--- config.mk ---
export PLATFORM = sky130hd
export DESIGN_NAME = dsc_bus_clock
export DESIGN_NICKNAME = d
export VERILOG_FILES = /design/src/rtl/dsc_pkg.sv /design/src/rtl/dsc_phi_sync.sv /design/src/rtl/dsc_speed_reg.sv /design/src/rtl/dsc_cycle_fsm.sv /design/src/rtl/dsc_bus_clock.sv
export SDC_FILE = /design/constraint.sdc
export NUM_CORES = 1
export LEC_CHECK = 0
export ABC_AREA = 1
export ABC_CLOCK_PERIOD_IN_PS = 1450
export BUFFER_PORTS_ARGS = -buffer_cell sky130_fd_sc_hd__buf_2
export CAP_MARGIN = 10
export CORE_AREA = 4 4 41 43
export CTS_CLUSTER_SIZE = 20
export DETAILED_ROUTE_END_ITERATION = 10
export DIE_AREA = 0 0 45 47
export PLACE_DENSITY_LB_ADDON = 0.08
export SLEW_MARGIN = 10
export SYNTH_ARGS = -nofsm -noshare
export SYNTH_HDL_FRONTEND = slang
export SYNTH_SLANG_ARGS = --single-unit
--- constraint.sdc ---
create_clock -name clk -period 1.45 [get_ports clk]
set_clock_uncertainty 0.15 [all_clocks]
set_input_delay 0.2175 -clock clk [delete_from_list [all_inputs] [get_ports clk]]
set_output_delay 0.2175 -clock clk [all_outputs]
set_load 0.01 [all_outputs]
--- src/rtl/dsc_pkg.sv ---
package dsc_pkg;

    localparam logic [3:0]  IO_PAGE      = 4'hD;
    // one bit per 4 KiB page; pages F, E, B, A hold shadowed ROM
    localparam logic [15:0] ROM_PAGE_MAP = 16'b1100_1100_0000_0000;

    typedef enum logic [1:0] {
        RGN_RAM = 2'd0,
        RGN_ROM = 2'd1,
        RGN_IO  = 2'd2
    } region_e;

    typedef enum logic [1:0] {
        PH_LOW     = 2'd0,
        PH_FAST_HI = 2'd1,
        PH_WAIT    = 2'd2,
        PH_SLOW_HI = 2'd3
    } phase_e;

    typedef struct packed {
        logic rise;
        logic fall;
    } phi_edge_t;

    typedef struct packed {
        logic cpu_clk;
        logic ram_sel;
        logic sys_en;
        logic stall;
    } bus_ctl_t;

    function automatic region_e classify(input logic [3:0] page);
        if (page == IO_PAGE)          return RGN_IO;
        else if (ROM_PAGE_MAP[page])  return RGN_ROM;
        else                          return RGN_RAM;
    endfunction

    function automatic logic wants_slow(input region_e rgn, input logic is_write,
                                        input logic fast_en, input logic slow_writes);
        return !fast_en || (rgn == RGN_IO) || (slow_writes && is_write);
    endfunction

    function automatic bus_ctl_t drive_for(input phase_e ph);
        bus_ctl_t c;
        c = '0;
        case (ph)
            PH_FAST_HI: begin c.cpu_clk = 1'b1; c.ram_sel = 1'b1; end
            PH_WAIT:    begin c.cpu_clk = 1'b1; c.stall   = 1'b1; end
            PH_SLOW_HI: begin c.cpu_clk = 1'b1; c.sys_en  = 1'b1; end
            default:    c = '0;
        endcase
        return c;
    endfunction

endpackage

--- src/rtl/dsc_phi_sync.sv ---
module dsc_phi_sync
    import dsc_pkg::*;
#(
    parameter int STAGES = 2
) (
    input  logic      clk,
    input  logic      rst,
    input  logic      phi2_in,
    output phi_edge_t edges
);
    logic [STAGES-1:0] chain;
    logic              prev;

    always_ff @(posedge clk) begin
        if (rst) begin
            chain <= '0;
            prev  <= 1'b0;
        end else begin
            chain <= {chain[STAGES-2:0], phi2_in};
            prev  <= chain[STAGES-1];
        end
    end

    assign edges.rise = chain[STAGES-1] & ~prev;
    assign edges.fall = ~chain[STAGES-1] & prev;
endmodule

--- src/rtl/dsc_speed_reg.sv ---
module dsc_speed_reg #(
    parameter int               AW    = 16,
    parameter logic [AW-1:0]    MATCH = 16'hDFFE
) (
    input  logic          clk,
    input  logic          rst,
    input  logic          cycle_end,
    input  logic          is_write,
    input  logic [AW-1:0] addr,
    input  logic          wr_bit,
    output logic          fast_en
);
    logic hit;
    assign hit = cycle_end && is_write && (addr == MATCH);

    always_ff @(posedge clk) begin
        if (rst)      fast_en <= 1'b0;
        else if (hit) fast_en <= wr_bit;
    end
endmodule

--- src/rtl/dsc_cycle_fsm.sv ---
module dsc_cycle_fsm
    import dsc_pkg::*;
(
    input  logic      clk,
    input  logic      rst,
    input  logic      slow_req,
    input  phi_edge_t edges,
    output phase_e    phase
);
    phase_e nxt;

    always_comb begin
        nxt = phase;
        case (phase)
            PH_LOW:     nxt = slow_req ? PH_WAIT : PH_FAST_HI;
            PH_FAST_HI: nxt = PH_LOW;
            PH_WAIT:    if (edges.rise) nxt = PH_SLOW_HI;
            PH_SLOW_HI: if (edges.fall) nxt = PH_LOW;
            default:    nxt = PH_LOW;
        endcase
    end

    always_ff @(posedge clk) begin
        if (rst) phase <= PH_LOW;
        else     phase <= nxt;
    end
endmodule

--- src/rtl/dsc_bus_clock.sv ---
module dsc_bus_clock
    import dsc_pkg::*;
#(
    parameter int            AW          = 16,
    parameter int            SYNC_STAGES = 2,
    parameter logic [AW-1:0] SPEED_ADDR  = 16'hDFFE
) (
    input  logic          clk,
    input  logic          rst,
    input  logic          phi2_in,
    input  logic [AW-1:0] addr,
    input  logic          rw,
    input  logic          wr_bit,
    input  logic          slow_writes,
    output logic          cpu_clk,
    output logic          ram_sel,
    output logic          sys_en,
    output logic          stall
);
    localparam int PAGE_W = 4;

    phi_edge_t edges;
    phase_e    phase;
    region_e   rgn;
    bus_ctl_t  ctl;
    logic      fast_en;
    logic      slow_req;
    logic      slow_done;

    dsc_phi_sync #(.STAGES(SYNC_STAGES)) u_sync (
        .clk     (clk),
        .rst     (rst),
        .phi2_in (phi2_in),
        .edges   (edges)
    );

    assign rgn       = classify(addr[AW-1 -: PAGE_W]);
    assign slow_req  = wants_slow(rgn, !rw, fast_en, slow_writes);
    assign slow_done = (phase == PH_SLOW_HI) && edges.fall;

    dsc_speed_reg #(.AW(AW), .MATCH(SPEED_ADDR)) u_speed (
        .clk       (clk),
        .rst       (rst),
        .cycle_end (slow_done),
        .is_write  (!rw),
        .addr      (addr),
        .wr_bit    (wr_bit),
        .fast_en   (fast_en)
    );

    dsc_cycle_fsm u_fsm (
        .clk      (clk),
        .rst      (rst),
        .slow_req (slow_req),
        .edges    (edges),
        .phase    (phase)
    );

    assign ctl     = drive_for(phase);
    assign cpu_clk = ctl.cpu_clk;
    assign ram_sel = ctl.ram_sel;
    assign sys_en  = ctl.sys_en;
    assign stall   = ctl.stall;
endmodule

==> impl_metrics.sql, run 1 <==
INSERT INTO impl_metrics (metric_group, metric, value, unit) VALUES
('status', 'run_status', 'finished clean', ''),
('placed_design', 'dpl_cell_area', '468', 'sq um'),
('logic_synthesis', 'syn_inst', '52', ''),
('logic_synthesis', 'ys.flop_type', 'sky130_fd_sc_hd__dfxtp_1', ''),
('worst_setup_path', 'worstSetupEndpointType', 'output port', ''),
('logic_synthesis', 'syn-num-nets', '74', ''),
('floorplanning', 'boundaryPins', '26', ''),
('placed_design', 'gp_congestion', '0.672', ''),
('drt', 'vias_per_cell', '3.99', ''),
('timing', 'hold_slack', '0.0355', 'ns'),
('final_layout', 'area_delta_synth_final', '52.1', '%'),
('worst_setup_path', 'rrSetupSlack', '0.29', 'ns'),
('clocking', 'ctsLongestPathBuffers', '2', ''),
('drt', 'drc', '0', ''),
('clocking', 'cts.reportedPaths.clkPinSlew', '0.04', 'ns'),
('logic_synthesis', 'synthMostInstantiatedCell', 'sky130_fd_sc_hd__nor2_1', ''),
('logic_synthesis', 'synth_area_leaders', 'sky130_fd_sc_hd__dfxtp_1, sky130_fd_sc_hd__nor2_1, sky130_fd_sc_hd__inv_1', ''),
('worst_setup_path', 'timing.critical_path.fanout_max', '4', ''),
('global_route', 'globalRouteTotalUtil', '0.0893', ''),
('placed_design', 'port_buffers', '25', ''),
('clocking', 'ctsRootBufferMaster', 'sky130_fd_sc_hd__clkbuf_4', ''),
('power_and_ir_drop', 'power.density_cell_area', '771', 'mW/mm^2'),
('clocking', 'postCtsSetupBuffers', '0', ''),
('clocking', 'worst_skew_pair.late_latency', '0.24', 'ns'),
('worst_setup_path', 'r2r.worst_path.cells', '7', ''),
('logic_synthesis', 'synth_seq_cells', '6', ''),
('logic_synthesis', 'yosys_warnings', '0', ''),
('placed_design', 'dp.final_hpwl', '722', 'microns'),
('final_layout', 'drive_above_1_share', '0.413', ''),
('floorplanning', 'fp-row-count', '13', ''),
('drt', 'vias', '379', ''),
('timing', 'timing_hold_violations_final', '0', ''),
('timing', 'setup-tns-final', '0', 'ns'),
('worst_setup_path', 'worst-endpoint-required', '1.08', 'ns'),
('timing', 'final-max-slew-violation-count', '0', ''),
('clocking', 'cts_tree', 'done', ''),
('global_route', 'number_of_antenna_violations_at_the_first_check_in_global_routing', '0', ''),
('logic_synthesis', 'synthArstFlopShare', '0', ''),
('timing', 'setup_violations', '0', ''),
('worst_setup_path', 'rr_startpoint', 'u_fsm.phase[0]', ''),
('floorplanning', 'die_outline_area', '0.00212', 'sq mm'),
('timing', 'fmax', '760', 'MHz'),
('clocking', 'tritoncts_num_sinks', '6', ''),
('worst_setup_path', 'critical_path_class', 'flop to output port', ''),
('logic_synthesis', 'synth_top_cell_by_area', 'sky130_fd_sc_hd__dfxtp_1', ''),
('floorplanning', 'die_w', '45', 'microns'),
('floorplanning', 'initial_core_util', '0.249', ''),
('run', 'max-cap-violations', '0', ''),
('final_layout', 'final_area', '493', 'sq um'),
('clocking', 'h-tree-depth', '1', ''),
('drt', 'drt.antenna.violating_nets', '0', ''),
('global_route', 'gr-total-overflow', '0', ''),
('floorplanning', 'core-area', '0.00130', 'sq mm'),
('drt', 'drt_pass1_iterations', '1', ''),
('drt', 'route.detailed.wl_per_inst', '8.58', 'microns'),
('worst_setup_path', 'regToRegEndpoint', 'u_speed.fast_en', ''),
('logic_synthesis', 'post_synth.cell_area_avg', '6.23', 'sq um'),
('timing', 'period_needed', '1.32', 'ns'),
('worst_setup_path', 'critical_path_arrival', '0.95', 'ns'),
('final_layout', 'num_antenna_cells', '0', ''),
('floorplanning', 'die_y_extent', '47', 'microns'),
('timing', 'maxSlewHeadroom', '0.890', ''),
('logic_synthesis', 'synth_common_cells', 'sky130_fd_sc_hd__nor2_1, sky130_fd_sc_hd__inv_1, sky130_fd_sc_hd__nand2_1, sky130_fd_sc_hd__dfxtp_1, sky130_fd_sc_hd__a21oi_1', ''),
('global_route', 'first_global_vias', '337', ''),
('final_layout', 'multi_input_comb_area', '161', 'sq um'),
('final_layout', 'num-nets-final', '104', ''),
('drt', 'drt_iter0_drc', '0', ''),
('final_layout', 'area.sequential', '120', 'sq um'),
('global_route', 'grt_pass1_wl', '1310', 'microns'),
('worst_hold_path', 'min_path_cells', '3', ''),
('logic_synthesis', 'synth-edff-count', '0', '');
-- worst max-delay path, cell delays in order, from the launching register on --
cell	delay, ns
sky130_fd_sc_hd__dfxtp_1	0.37
sky130_fd_sc_hd__inv_1	0.07
sky130_fd_sc_hd__nor2_2	0.12
sky130_fd_sc_hd__buf_2	0.15
-- cell usage in the layout (no fill, tap or decap), types with 2 or more instances in the layout --
cell / Yosys / layout
sky130_fd_sc_hd__nand3_1: 2 / 2
sky130_fd_sc_hd__inv_1: 11 / 11
sky130_fd_sc_hd__nor2_2: 1 / 2
sky130_fd_sc_hd__clkbuf_4: 0 / 3
sky130_fd_sc_hd__dfxtp_1: 6 / 6
sky130_fd_sc_hd__buf_2: 0 / 25
sky130_fd_sc_hd__a21oi_1: 3 / 3
sky130_fd_sc_hd__nand2_1: 7 / 7
sky130_fd_sc_hd__nor2_1: 14 / 13
-- routing by layer --
layer  routed length [microns]  GRT usage
met1                       334      0.103
met2                       348      0.130
met3                       102     0.0268
met4                        29     0.0877
met5                         0          0
-- power breakdown --
part	leakage (nW)	internal [mW]	switching, mW
Combinational	0.212	0.0313	0.0262
Sequential	0.0493	0.171	0.00384
Clock	0.0138	0.0932	0.0541
-- how the worst max path moves through the flow --
stage	start	end	slack (ns)	depth (start not counted)
finish	u_fsm.phase[1]	stall	0.13	3
global route	u_fsm.phase[1]	stall	0.06	3
CTS	u_fsm.phase[1]	stall	0.07	3
detailed placement	u_sync.prev	u_speed.fast_en	0.28	7
global placement	u_sync.prev	u_speed.fast_en	0.29	7
floorplan	u_fsm.phase[1]	u_speed.fast_en	0.35	7
-- repair_timing --
action                     in CTS  in global routing
setup endpoints to repair       0                  1
hold buffers                    0                  0
resized for setup               0                  1
-- metrics by stage --
step           total power, mW  cells   util  setup slack (ns)
6_report                 0.380     95  0.379             0.134
5_1_grt                  0.412     95  0.379            0.0630
4_1_cts                  0.391     95  0.377            0.0705
3_5_place_dp             0.236     92  0.360             0.285
3_3_place_gp             0.235     92  0.360             0.292
2_1_floorplan            0.199     52      -             0.350
-- cell families (layout without fill, tap and decap cells) --
kind of cell | count (synthesis) | in the layout | share of synthesized area
flip-flops | 6 | 6 | 0.371
AO/OA/AOI/OAI | 6 | 6 | 0.104
buffers and inverters | 12 | 40 | 0.139
AND/OR/NAND/NOR | 28 | 28 | 0.386
-- flip-flops by register name, indices dropped and copies added (netlist names) --
name	cells
u_speed.fast_en	1
u_sync.prev	1
u_sync.chain	2
u_fsm.phase	2
-- area by class of cell --
class,instances,area share
clock buffer,3,0.0457
timing repair buffer,25,0.254
tap,15,0.0381
inverter,12,0.0914
multi-input combinational,34,0.327
sequential,6,0.244
Power figures use the tool's default switching activity.
==> inputs of run 2 (changes only) <==
ABC_AREA = unset   (was 1)
==> impl_metrics.sql, run 2 <==
INSERT INTO impl_metrics (metric_group, metric, value, unit) VALUES
('worst_setup_path', 'cp-start-kind', 'flop', ''),
('final_layout', 'nFillCells', '145', ''),
('logic_synthesis', 'synth_common_cells', 'sky130_fd_sc_hd__dfxtp_1, sky130_fd_sc_hd__nor2b_1, sky130_fd_sc_hd__nand2b_1, sky130_fd_sc_hd__nand4_1, sky130_fd_sc_hd__nor2_1', ''),
('floorplanning', 'die_y_extent', '47', 'microns'),
('floorplanning', 'boundaryPins', '26', ''),
('logic_synthesis', 'synthesis.area', '317', 'sq um'),
('final_layout', 'layoutNonFillerInstCount', '76', ''),
('worst_setup_path', 'setup.worst_path.start', 'u_fsm.phase[1]', ''),
('timing', 'timing.final.ws_setup', '0.0588', 'ns'),
('power_and_ir_drop', 'leakagePower', '0.238', 'nW'),
('timing', 'timing_hold_violations_final', '0', ''),
('global_route', 'globalRouteTotalUtil', '0.0759', ''),
('logic_synthesis', 'synthDominantCellAreaShare', '0.379', ''),
('logic_synthesis', 'synth_top_cell_by_area', 'sky130_fd_sc_hd__dfxtp_1', ''),
('final_layout', 'final_area', '484', 'sq um'),
('clocking', 'cts_tree', 'done', ''),
('logic_synthesis', 'ys.flop_type', 'sky130_fd_sc_hd__dfxtp_1', ''),
('placed_design', 'gp_congestion', '0.643', ''),
('clocking', 'ctsLongestPathBuffers', '2', ''),
('drt', 'route.detailed.wl_per_inst', '10.3', 'microns'),
('global_route', 'first_global_vias', '316', ''),
('drt', 'final_routed_wirelength_across_all_metal_layers', '780', 'microns'),
('logic_synthesis', 'synthArstFlopShare', '0', ''),
('clocking', 'number_of_buffers_created_by_cts', '3', ''),
('status', 'run_status', 'finished clean', ''),
('placed_design', 'pre_cts_slack', '0.149', 'ns'),
('logic_synthesis', 'synthMostInstantiatedCell', 'sky130_fd_sc_hd__dfxtp_1', ''),
('clocking', 'postCtsHoldBufs', '0', ''),
('timing', 'slew_at_the_pin_with_the_worst_max_slew_slack', '0.225', 'ns'),
('floorplanning', 'fp-row-count', '13', ''),
('timing', 'final-max-slew-violation-count', '0', ''),
('logic_synthesis', 'syn-num-nets', '55', ''),
('placed_design', 'place.detailed.instances', '73', ''),
('global_route', 'number_of_antenna_violations_at_the_first_check_in_global_routing', '0', ''),
('worst_setup_path', 'critical_path_arrival', '1.02', 'ns'),
('global_route', 'gr-total-overflow', '0', ''),
('floorplanning', 'core-area', '0.00130', 'sq mm'),
('power_and_ir_drop', 'worst_ir_drop_vdd', '0.376', 'mV'),
('run', 'max-cap-violations', '0', ''),
('timing', 'final.period_utilization', '0.959', ''),
('timing', 'fmax', '719', 'MHz'),
('floorplanning', 'initial_core_util', '0.243', ''),
('timing', 'setup_violations', '0', ''),
('final_layout', 'num-nets-final', '85', ''),
('logic_synthesis', 'synth_seq_cells', '6', ''),
('logic_synthesis', 'share_of_synthesized_area_occupied_by_flip_flops_and_latches', '0.379', ''),
('drt', 'drt.antenna.violating_nets', '0', ''),
('drt', 'vias', '320', ''),
('clocking', 'cts.reportedPaths.clkPinSlew', '0.04', 'ns'),
('placed_design', 'dpl_cell_area', '460', 'sq um'),
('final_layout', 'mostFrequentLayoutCell', 'sky130_fd_sc_hd__buf_2', ''),
('worst_hold_path', 'worst_hold_path_type', 'input pin to flop', ''),
('worst_setup_path', 'timing.critical_path.fanout_max', '8', ''),
('worst_setup_path', 'crit_chain', 'or2_2, buf_2', ''),
('worst_setup_path', 'crit_buf_inv', '1', ''),
('worst_setup_path', 'cpPeakStageDelay', '0.36', 'ns'),
('logic_synthesis', 'yosys_warnings', '0', ''),
('floorplanning', 'die_outline_area', '0.00212', 'sq mm'),
('final_layout', 'area.sequential', '121', 'sq um'),
('clocking', 'postCtsSetupBuffers', '0', ''),
('clocking', 'h-tree-depth', '1', ''),
('final_layout', 'area_delta_synth_final', '53.0', '%'),
('drt', 'vias_per_cell', '4.21', ''),
('logic_synthesis', 'post_synth.cell_area_avg', '9.59', 'sq um'),
('clocking', 'tritoncts_num_sinks', '6', ''),
('clocking', 'worst_skew_pair.late_latency', '0.24', 'ns'),
('final_layout', 'multi_input_comb_area', '193', 'sq um'),
('timing', 'hold_slack', '0.0404', 'ns'),
('drt', 'drt_iter0_drc', '0', ''),
('logic_synthesis', 'netlist-cell-type-count', '18', ''),
('timing', 'setup-tns-final', '0', 'ns'),
('drt', 'drt_pass1_iterations', '1', ''),
('logic_synthesis', 'synth_area_leaders', 'sky130_fd_sc_hd__dfxtp_1, sky130_fd_sc_hd__nor2b_1, sky130_fd_sc_hd__nand2b_1', ''),
('worst_hold_path', 'hold_path_startpoint', 'phi2_in', ''),
('global_route', 'pin_count_of_the_biggest_net_entering_global_routing', '9', ''),
('placed_design', 'port_buffers', '25', ''),
('timing', 'period_needed', '1.39', 'ns'),
('final_layout', 'commonest_cells_after_routing_fill_and_taps_aside', 'sky130_fd_sc_hd__buf_2, sky130_fd_sc_hd__nor2b_1, sky130_fd_sc_hd__dfxtp_1', ''),
('timing', 'grt_setup_unrepaired', 'false', ''),
('final_layout', 'num_antenna_cells', '0', ''),
('drt', 'drc', '0', ''),
('worst_setup_path', 'worst-endpoint-required', '1.08', 'ns'),
('timing', 'maxSlewHeadroom', '0.850', ''),
('floorplanning', 'die_w', '45', 'microns'),
('worst_setup_path', 'critical_path_class', 'flop to output port', ''),
('logic_synthesis', 'syn_inst', '33', ''),
('worst_setup_path', 'rr_startpoint', 'u_fsm.phase[1]', ''),
('final_layout', 'drive_above_1_share', '0.525', ''),
('global_route', 'grt_pass1_wl', '1200', 'microns'),
('final_layout', 'biggestRegsByFlops', 'u_fsm.phase x2, u_sync.chain x2', ''),
('clocking', 'ctsRootBufferMaster', 'sky130_fd_sc_hd__clkbuf_4', ''),
('logic_synthesis', 'synth-edff-count', '0', ''),
('power_and_ir_drop', 'power.density_cell_area', '783', 'mW/mm^2'),
('worst_setup_path', 'critPathTopFamily', 'flip-flops', ''),
('worst_setup_path', 'worstSetupEndpointType', 'output port', ''),
('worst_setup_path', 'crit_path_top_delay_cell', 'sky130_fd_sc_hd__dfxtp_1', '');
-- run 2: cell types whose count changed in the layout (fill, tap and decap cells not counted), sizes merged, moves of 2 or more --
| cell | before | now |
|---|---|---|
| nand2b | 0 | 4 |
| a21oi | 3 | 1 |
| nor2b | 0 | 5 |
| nand4 | 1 | 3 |
| inv | 12 | 1 |
| nand2 | 8 | 0 |
| nand3 | 3 | 0 |
| nand4b | 0 | 2 |
| nor2 | 15 | 2 |
-- run 2: cell type report --
class,count,area share
multi-input cells,26,0.398
repair buffers,25,0.258
flip-flops and latches,6,0.251
clock buffers,3,0.0465
well taps,15,0.0388
inverters,1,0.00775
-- run 2: per-stage QoR --
step | utilization | power [mW]
detailed placement | 0.354 | 0.237
floorplan | - | 0.198
global placement | 0.354 | 0.237
finish | 0.372 | 0.379
CTS | 0.371 | 0.392
global route | 0.372 | 0.406
-- run 2: timing repair --
action | 4_1_cts | 5_1_grt
hold endpoints to repair | 0 | 0
gates resized for setup | 0 | 1
setup endpoints to repair | 0 | 1
-- run 2: per-layer routing --
metal | up-vias | part of all wire | global-route usage
met5 | - | 0 | 0
met4 | 0 | 0 | 0.0526
met3 | 0 | 0.13 | 0.0192
met2 | 14 | 0.45 | 0.119
met1 | 131 | 0.42 | 0.0911
li1 | 175 | - | -
-- run 2: logic make-up (layout without fill, tap and decap cells) --
group,after synthesis,in the layout,share of synthesized area
buf+inv,1,29,0.0118
simple gates,21,21,0.486
mux,1,1,0.0316
flops,6,6,0.379
fa+ha+maj,1,1,0.0316
compound gates,3,3,0.0593
-- run 2: worst register-to-register path, cell delays in order, from the launching register on --
cell,delay [ns]
sky130_fd_sc_hd__dfxtp_1,0.43
sky130_fd_sc_hd__nand4_1,0.13
sky130_fd_sc_hd__nor3_1,0.15
sky130_fd_sc_hd__and3_1,0.19
sky130_fd_sc_hd__mux2i_1,0.16
-- run 2: final timing paths --
kind                                         to  slack, ns  cells after the start
worst max register to register  u_speed.fast_en       0.17                      4
worst max-delay path                    cpu_clk       0.06                      2
worst min register to register  u_sync.chain[1]       0.30                      1
worst min-delay path            u_sync.chain[0]       0.04                      2
-- run 2: report_power, final --
part           total [mW]  switching [mW]  internal [mW]  leakage, nW
Clock               0.146          0.0526         0.0931       0.0138
Sequential          0.177         0.00544          0.171       0.0498
Combinational      0.0564          0.0211         0.0353        0.174
Total               0.379          0.0792          0.300        0.238
==> inputs of run 3 (changes only) <==
BUFFER_PORTS_ARGS = unset   (was -buffer_cell sky130_fd_sc_hd__buf_2)
CORE_AREA = 5 5 42 44   (was 4 4 41 43)
DIE_AREA = 0 0 47 49   (was 0 0 45 47)
DONT_BUFFER_PORTS = 1   (was unset)
==> impl_metrics.sql, run 3 (synthesized netlist as in run 2, its figures left out) <==
INSERT INTO impl_metrics (metric_group, metric, value, unit) VALUES
('status', 'run_status', 'finished clean', ''),
('worst_setup_path', 'timing.critical_path.fanout_max', '8', ''),
('floorplanning', 'die_outline_area', '0.00230', 'sq mm'),
('drt', 'vias', '264', ''),
('clocking', 'ctsRootBufferMaster', 'sky130_fd_sc_hd__clkbuf_4', ''),
('clocking', 'ctsLongestPathBuffers', '2', ''),
('worst_setup_path', 'critical_path_arrival', '1.33', 'ns'),
('clocking', 'h-tree-depth', '1', ''),
('final_layout', 'drive_above_1_share', '0.154', ''),
('timing', 'setup-tns-final', '0', 'ns'),
('worst_setup_path', 'worstSetupEndpointType', 'flop', ''),
('final_layout', 'num-nets-final', '63', ''),
('clocking', 'cts_tree', 'done', ''),
('floorplanning', 'die_y_extent', '49', 'microns'),
('clocking', 'postCtsSetupBuffers', '0', ''),
('drt', 'drt_pass1_iterations', '2', ''),
('timing', 'final.period_utilization', '0.904', ''),
('global_route', 'first_global_vias', '280', ''),
('run', 'max-cap-violations', '0', ''),
('power_and_ir_drop', 'worst_ir_drop_vdd', '0.429', 'mV'),
('timing', 'timing_hold_violations_final', '0', ''),
('worst_setup_path', 'rr_startpoint', 'u_fsm.phase[1]', ''),
('floorplanning', 'initial_core_util', '0.226', ''),
('drt', 'final_routed_wirelength_across_all_metal_layers', '737', 'microns'),
('final_layout', 'nFillCells', '171', ''),
('placed_design', 'gp_congestion', '0.588', ''),
('timing', 'maxSlewHeadroom', '0.849', ''),
('worst_setup_path', 'r2r.worst_path.cells', '4', ''),
('final_layout', 'postLayoutCoreUtil', '0.278', ''),
('clocking', 'postCtsHoldBufs', '3', ''),
('worst_setup_path', 'setup.worst_path.start', 'u_fsm.phase[1]', ''),
('worst_setup_path', 'worst-endpoint-required', '1.47', 'ns'),
('global_route', 'grt_pass1_wl', '1110', 'microns'),
('floorplanning', 'core-area', '0.00140', 'sq mm'),
('timing', 'period_needed', '1.31', 'ns'),
('worst_setup_path', 'regToRegEndpoint', 'u_speed.fast_en', ''),
('timing', 'grt_setup_unrepaired', 'false', ''),
('timing', 'fmax', '763', 'MHz'),
('final_layout', 'commonest_cells_after_routing_fill_and_taps_aside', 'sky130_fd_sc_hd__dfxtp_1, sky130_fd_sc_hd__nor2b_1, sky130_fd_sc_hd__nand2b_1', ''),
('global_route', 'gr-total-overflow', '0', ''),
('final_layout', 'num_antenna_cells', '0', ''),
('placed_design', 'port_buffers', '0', ''),
('global_route', 'number_of_antenna_violations_at_the_first_check_in_global_routing', '0', ''),
('clocking', 'number_of_buffers_created_by_cts', '3', ''),
('global_route', 'globalRouteTotalUtil', '0.0706', ''),
('worst_setup_path', 'rrSetupSlack', '0.14', 'ns'),
('floorplanning', 'boundaryPins', '26', ''),
('final_layout', 'multi_input_comb_area', '193', 'sq um'),
('worst_hold_path', 'holdPathEnd', 'u_speed.fast_en', ''),
('clocking', 'cts.reportedPaths.clkPinSlew', '0.04', 'ns'),
('power_and_ir_drop', 'leakagePower', '0.148', 'nW'),
('final_layout', 'mostFrequentLayoutCell', 'sky130_fd_sc_hd__dfxtp_1', ''),
('timing', 'slew_at_the_pin_with_the_worst_max_slew_slack', '0.225', 'ns'),
('timing', 'final-max-slew-violation-count', '0', ''),
('drt', 'drc', '0', ''),
('drt', 'drt.antenna.violating_nets', '0', ''),
('drt', 'vias_per_cell', '4.80', ''),
('worst_hold_path', 'hold_path_startpoint', 'rst', ''),
('floorplanning', 'die_w', '47', 'microns'),
('clocking', 'tritoncts_num_sinks', '6', ''),
('final_layout', 'area.sequential', '120', 'sq um'),
('worst_hold_path', 'worst_hold_path_type', 'input pin to flop', ''),
('final_layout', 'area_delta_synth_final', '22.9', '%'),
('drt', 'drt_iter0_drc', '4', ''),
('power_and_ir_drop', 'power.density_cell_area', '903', 'mW/mm^2'),
('floorplanning', 'fp-row-count', '14', ''),
('placed_design', 'pre_cts_slack', '0.0981', 'ns'),
('clocking', 'worst_skew_pair.late_latency', '0.24', 'ns'),
('worst_setup_path', 'cp-start-kind', 'flop', ''),
('timing', 'timing.final.ws_setup', '0.139', 'ns'),
('final_layout', 'biggestRegsByFlops', 'u_fsm.phase x2, u_sync.chain x2', ''),
('drt', 'route.detailed.wl_per_inst', '13.4', 'microns'),
('worst_hold_path', 'min_path_cells', '2', ''),
('clocking', 'post_cts.resized_instances', '0', ''),
('timing', 'setup_violations', '0', ''),
('worst_setup_path', 'critical_path_class', 'flop to flop', ''),
('global_route', 'pin_count_of_the_biggest_net_entering_global_routing', '9', '');
==> run 3: cell types whose count changed in the layout (fill, tap and decap cells not counted) <==
cell,delta
sky130_fd_sc_hd__buf_2,-25
sky130_fd_sc_hd__dlygate4sd3_1,+3
sky130_fd_sc_hd__dfxtp_1,+1
sky130_fd_sc_hd__dfxtp_2,-1
==> run 3: power breakdown <==
part	leakage, nW	switching (mW)	internal [mW]
combinational	0.0850	0.0109	0.0185
sequential	0.0493	0.00510	0.171
clock	0.0138	0.0525	0.0931
total	0.148	0.0685	0.283
==> run 3: area by class of cell <==
| type | count | share of cell area |
|---|---|---|
| inverters | 1 | 0.00965 |
| clock buffers | 3 | 0.0579 |
| multi-input cells | 26 | 0.495 |
| well taps | 16 | 0.0514 |
| repair buffers | 3 | 0.0772 |
| flip-flops and latches | 6 | 0.309 |
==> run 3: worst max-delay path by stage <==
stage	end	slack (ns)	depth (start not counted)
finish	u_speed.fast_en	0.14	4
global route	u_speed.fast_en	0.006	4
CTS	u_speed.fast_en	0.09	4
detailed placement	u_speed.fast_en	0.1	4
global placement	u_speed.fast_en	0.15	4
floorplan	u_speed.fast_en	0.30	4
==> run 3: routing by layer <==
layer  track usage  share of wire
met1        0.0642           0.34
met2         0.111           0.52
met3        0.0480           0.14
met4        0.0415         0.0068
met5             0              0
==> run 3: through the flow <==
stage          hold WS [ns]  area (sq um)  cells  power [mW]
6_report             0.0140           389     55       0.351
5_1_grt              0.0223           389     55       0.374
4_1_cts             0.00929           389     55       0.360
3_5_place_dp          0.141           337     49       0.201
3_3_place_gp          0.140           337     49       0.201
2_1_floorplan         0.137           317     33       0.198
==> run 3: worst max-delay path, stage by stage, from the launching register on <==
cell and delay [ns]:
sky130_fd_sc_hd__dfxtp_1 0.42, sky130_fd_sc_hd__nand4_1 0.11, sky130_fd_sc_hd__nor3_1 0.19, sky130_fd_sc_hd__and3_1 0.20, sky130_fd_sc_hd__mux2i_1 0.17
